### src/rtl/fdd_ready_emu.sv
module fdd_ready_emu #(
  parameter int CLK_HZ         = 50_000_000,
  parameter int TIMEOUT_CYCLES = CLK_HZ / 5,
  parameter int MIN_INDEX      = 1,
  parameter bit GATE_SELECT    = 1'b0
) (
  input  logic clk,
  input  logic rst_n,
  input  logic emulate,
  input  logic motor_n,
  input  logic index_n,
  input  logic sel0_n,
  input  logic sel1_n,
  input  logic hsw0_n,
  input  logic hsw1_n,
  input  logic drive_ready_n,
  output logic ready_n,
  output logic head_n
);
  localparam int CW = $clog2(TIMEOUT_CYCLES + 1);
  localparam int PW = $clog2(MIN_INDEX + 1);
  localparam logic [CW-1:0] TMAX = CW'(TIMEOUT_CYCLES);
  localparam logic [PW-1:0] PMIN = PW'(MIN_INDEX);

  logic [1:0]    idx_sync;
  logic          idx_prev;
  logic [CW-1:0] cnt;
  logic [PW-1:0] seen;

  wire motor_on = ~motor_n;
  wire idx_fall = idx_prev & ~idx_sync[1];
  wire qual     = idx_fall & motor_on;
  wire expiring = (cnt == CW'(1)) & ~qual;
  wire armed    = (cnt != '0) & (seen >= PMIN);
  wire selected = ~sel0_n | ~sel1_n;
  wire emu_rdy  = armed & motor_on & (GATE_SELECT ? selected : 1'b1);

  always_ff @(posedge clk or negedge rst_n) begin
    if (!rst_n) begin
      idx_sync <= 2'b11;
      idx_prev <= 1'b1;
    end else begin
      idx_sync <= {idx_sync[0], index_n};
      idx_prev <= idx_sync[1];
    end
  end

  always_ff @(posedge clk or negedge rst_n) begin
    if (!rst_n)          cnt <= '0;
    else if (!motor_on)  cnt <= '0;
    else if (qual)       cnt <= TMAX;
    else if (cnt != '0)  cnt <= cnt - CW'(1);
  end

  always_ff @(posedge clk or negedge rst_n) begin
    if (!rst_n)                      seen <= '0;
    else if (!motor_on || expiring)  seen <= '0;
    else if (qual && seen < PMIN)    seen <= seen + PW'(1);
  end

  assign ready_n = emulate ? ~emu_rdy : drive_ready_n;
  assign head_n  = ~((~sel0_n & ~hsw0_n) | (~sel1_n & ~hsw1_n));


  motor_off_clears_chk: assert property (@(posedge clk) disable iff (!rst_n)
    motor_n |=> (cnt == '0) && (seen == '0));

  arm_needs_index_chk: assert property (@(posedge clk) disable iff (!rst_n)
    $rose(armed) |-> $past(qual));

  reload_chk: assert property (@(posedge clk) disable iff (!rst_n)
    qual |=> cnt == TMAX);

  countdown_chk: assert property (@(posedge clk) disable iff (!rst_n)
    (motor_on && !qual && cnt != '0) |=> cnt == $past(cnt) - CW'(1));

  seen_bound_chk: assert property (@(posedge clk) disable iff (!rst_n)
    seen <= PMIN);
endmodule

### config.mk
export PLATFORM = sky130hd
export DESIGN_NAME = fdd_ready_emu
export DESIGN_NICKNAME = d
export VERILOG_FILES = /design/src/rtl/fdd_ready_emu.sv
export SDC_FILE = /design/constraint.sdc
export NUM_CORES = 1
export LEC_CHECK = 0
export BUFFER_PORTS_ARGS = -buffer_cell sky130_fd_sc_hd__clkbuf_2
export CORE_UTILIZATION = 55
export DETAILED_ROUTE_END_ITERATION = 12
export PLACE_DENSITY = 0.74
export SKIP_LAST_GASP = 1
export SLEW_MARGIN = 20
export SYNTH_ARGS = -nofsm -noshare
export SYNTH_HDL_FRONTEND = slang
export SYNTH_SLANG_ARGS = --single-unit
### constraint.sdc
create_clock -name clk -period 3.99 [get_ports clk]
set_input_delay 0.9975 -clock clk [delete_from_list [all_inputs] [get_ports clk]]
set_output_delay 0.9975 -clock clk [all_outputs]
set_load 0.03 [all_outputs]
==> results.md <==
* Post-synth net total at 174
* Initial Utilization at 0.599
* Yosys reg bits at 28
* Worst Setup SP: cnt[4]
* Die X at 54.9 µm
* Gpl congestion at 0.858
* Max Fclk at 267 MHz
* Slew headroom at 0.442
* Tightest Pin Transition at 0.830 ns
* # DRC at 0
* Reg2reg start: cnt[8]
* Core box area at 0.00257 mm²
* Type of the most critical hold path: flop to flop
* Post-CTS setup buffers at 0
* Final Cell Area at 0.00163 mm²
* Vias per inst at 6.28
* Pin count of the biggest net entering global routing at 29
* Port buffer count at 11
* Clock sink count at 28
* DP Area at 0.00159 mm²
* Fin. max-slew vios at 0
* Die ar. at 0.00301 mm²
* CTS clock-pin slew for the worst setup and hold paths at 0.15 ns
* Top post-synthesis cells by area: dfrtp_1, xor2_1, dfstp_2
* Clk_lat worst skew at 0.33 ns
* Overall power at 1000 µW
* Final Hold Slack at 0.365 ns
* GRT Total Usage at 0.244
* Async S/R FF share, synth at 1.00
* Total negative slack at 0 ns
* Top-area cell type share of the netlist area at 0.407
* Gate Count Post-Synth at 161
* Clock Skew at 0.00940 ns
* Routed len/inst at 15.8 µm
* Antenna violations before repair at 0
* Cell taking the most area after synthesis: dfrtp_1
* Max-Cap Viols at 0
* Drt first-iter violations at 30
* First-pass GRT wire length at 5090 µm
* Filler Cell Count at 224
* Total CTS buffers at 3
* Crit-path max FO at 9
* P_leak at 0.000709 µW
* RSZ-0062 raised after global routing: false
* Drt first pass iters at 4
* Maximum vdd drop at 0.389 mV
* Tcrit/Tclk final at 0.939
* YS warnings at 0
* Layout cells sized above 1 at 0.160
* Hold Violations, Final at 0
* Status: finished, final reports clean
* Data arrival, critical path at 2.75 ns
* Hpwl dp at 2260 µm
* Critical path required time at 2.99 ns
* Worst Setup Start Kind: flop
* Most instantiated library cell after synthesis: dfrtp_1
* Post-synthesis cell type count at 38
* Final setup vio count at 0
* WS Path Type: flop to output port
* Clk root buf: clkbuf_4
* CTS tree: built
* Post-layout nets at 183
* GRT Residual Overflow at 0
* Number of synthesized flops with an enable pin at 0
* Synth cell count leaders: dfrtp_1, nor2_1, xor2_1
* # IOs at 12
* Ant diodes at 0
* CTS Hold Bufs at 0
* CTS H-tree lvls at 1
* Total wire length at 3150 µm
* Mapped Area at 0.00154 mm²
* Num rows at 18
* Vias at 1250
* Critical Path End Type: output port
* Synth Flop Type: dfrtp_1
* Hold wc startpoint: idx_sync[0]
* Bufs on Longest Clock Path at 2
* Post-route minimum period at 3.75 ns
* P&R area growth vs syn at 6.02%
* Seq/Total Area, Yosys at 0.458
* Syn Area/Cell at 9.55 µm²
* Power density over the cells at 615 mW/mm²
* Post_cts resized at 0
* Antenna Nets Post-Route at 0
* Vias in the first global route at 1136
* Die height at 54.9 µm
layer usage:
metal / vias up / part of all wire / track usage
met5: - / 0 / 0
met4: 0 / 0.016 / 0.107
met3: 6 / 0.027 / 0.0389
met2: 20 / 0.50 / 0.408
met1: 616 / 0.46 / 0.306
li1: 608 / - / -
area by class of cell:
class,count,area [µm²],share of cell area
multi-input cells,119,763,0.468
flip-flops and latches,28,704,0.432
repair buffers,13,70.1,0.0430
well taps,30,37.5,0.0230
clock buffers,4,36.3,0.0223
inverters,5,18.8,0.0115
critical path, stage by stage (launching register included):
cell and delay (ns):
dfrtp_1 0.45, or4_1 0.64, or2_1 0.37, or3_1 0.51, a41oi_2 0.22, clkbuf_2 0.22
metrics by stage:
stage / cells / setup slack [ns] / utilization
6_report: 199 / 0.244 / 0.635
5_1_grt: 199 / 0.137 / 0.635
4_1_cts: 199 / 0.229 / 0.635
3_5_place_dp: 195 / 0.617 / 0.621
3_3_place_gp: 195 / 0.665 / 0.621
2_1_floorplan: 161 / 0.691 / -
worst paths after layout:
path,end,slack [ns],depth (start not counted)
worst min register to register,idx_sync[1],0.37,0
worst max register to register,cnt[13],1.36,6
worst min-delay path,idx_sync[1],0.37,0
worst max-delay path,ready_n,0.24,5
min in group asynchronous,cnt[4],0.67,1
max in group asynchronous,cnt[22],2.89,1
state kept, by name, indices dropped and copies added, names as in the netlist:
signal	cells
idx_prev	1
cnt	24
idx_sync	2
seen	1
layout by cell type, fill, tap and decap left out, types with 2 or more instances in the layout:
cell       netlist  routed
clkbuf_4         0       3
nor3_1          10      10
or3_1            4       4
dfrtp_1         25      25
nor4_1           4       4
o31ai_1          3       3
nand2b_1         2       2
xor2_1          13      13
or2_2            2       2
buf_4            0       2
ha_1             3       3
o2111ai_1        2       2
inv_1            5       5
nand4_1          5       5
dfstp_2          3       3
o21ai_0          4       4
clkbuf_2         0      11
o311ai_1         2       2
a21oi_1         11      11
or4_1            7       7
nand2_1          3       3
nor2_1          21      21
o41ai_1          2       2
nand3_1          7       7
power breakdown:
part           switching, µW  internal, µW  leakage (µW)
clock                   81.0          55.9     0.0000210
combinational            282           179      0.000322
sequential              63.9           340      0.000365
total                    427           575      0.000709
kinds of logic (layout without fill, tap and decap cells):
family	Yosys count	after routing	synth area share
buf+inv	14	22	0.0456
simple gates	70	70	0.245
fa+ha+maj	3	3	0.0244
flops	28	28	0.458
mux	1	1	0.00651
compound gates	32	32	0.146
xor+xnor	13	13	0.0740
Power figures use the tool's default switching activity.
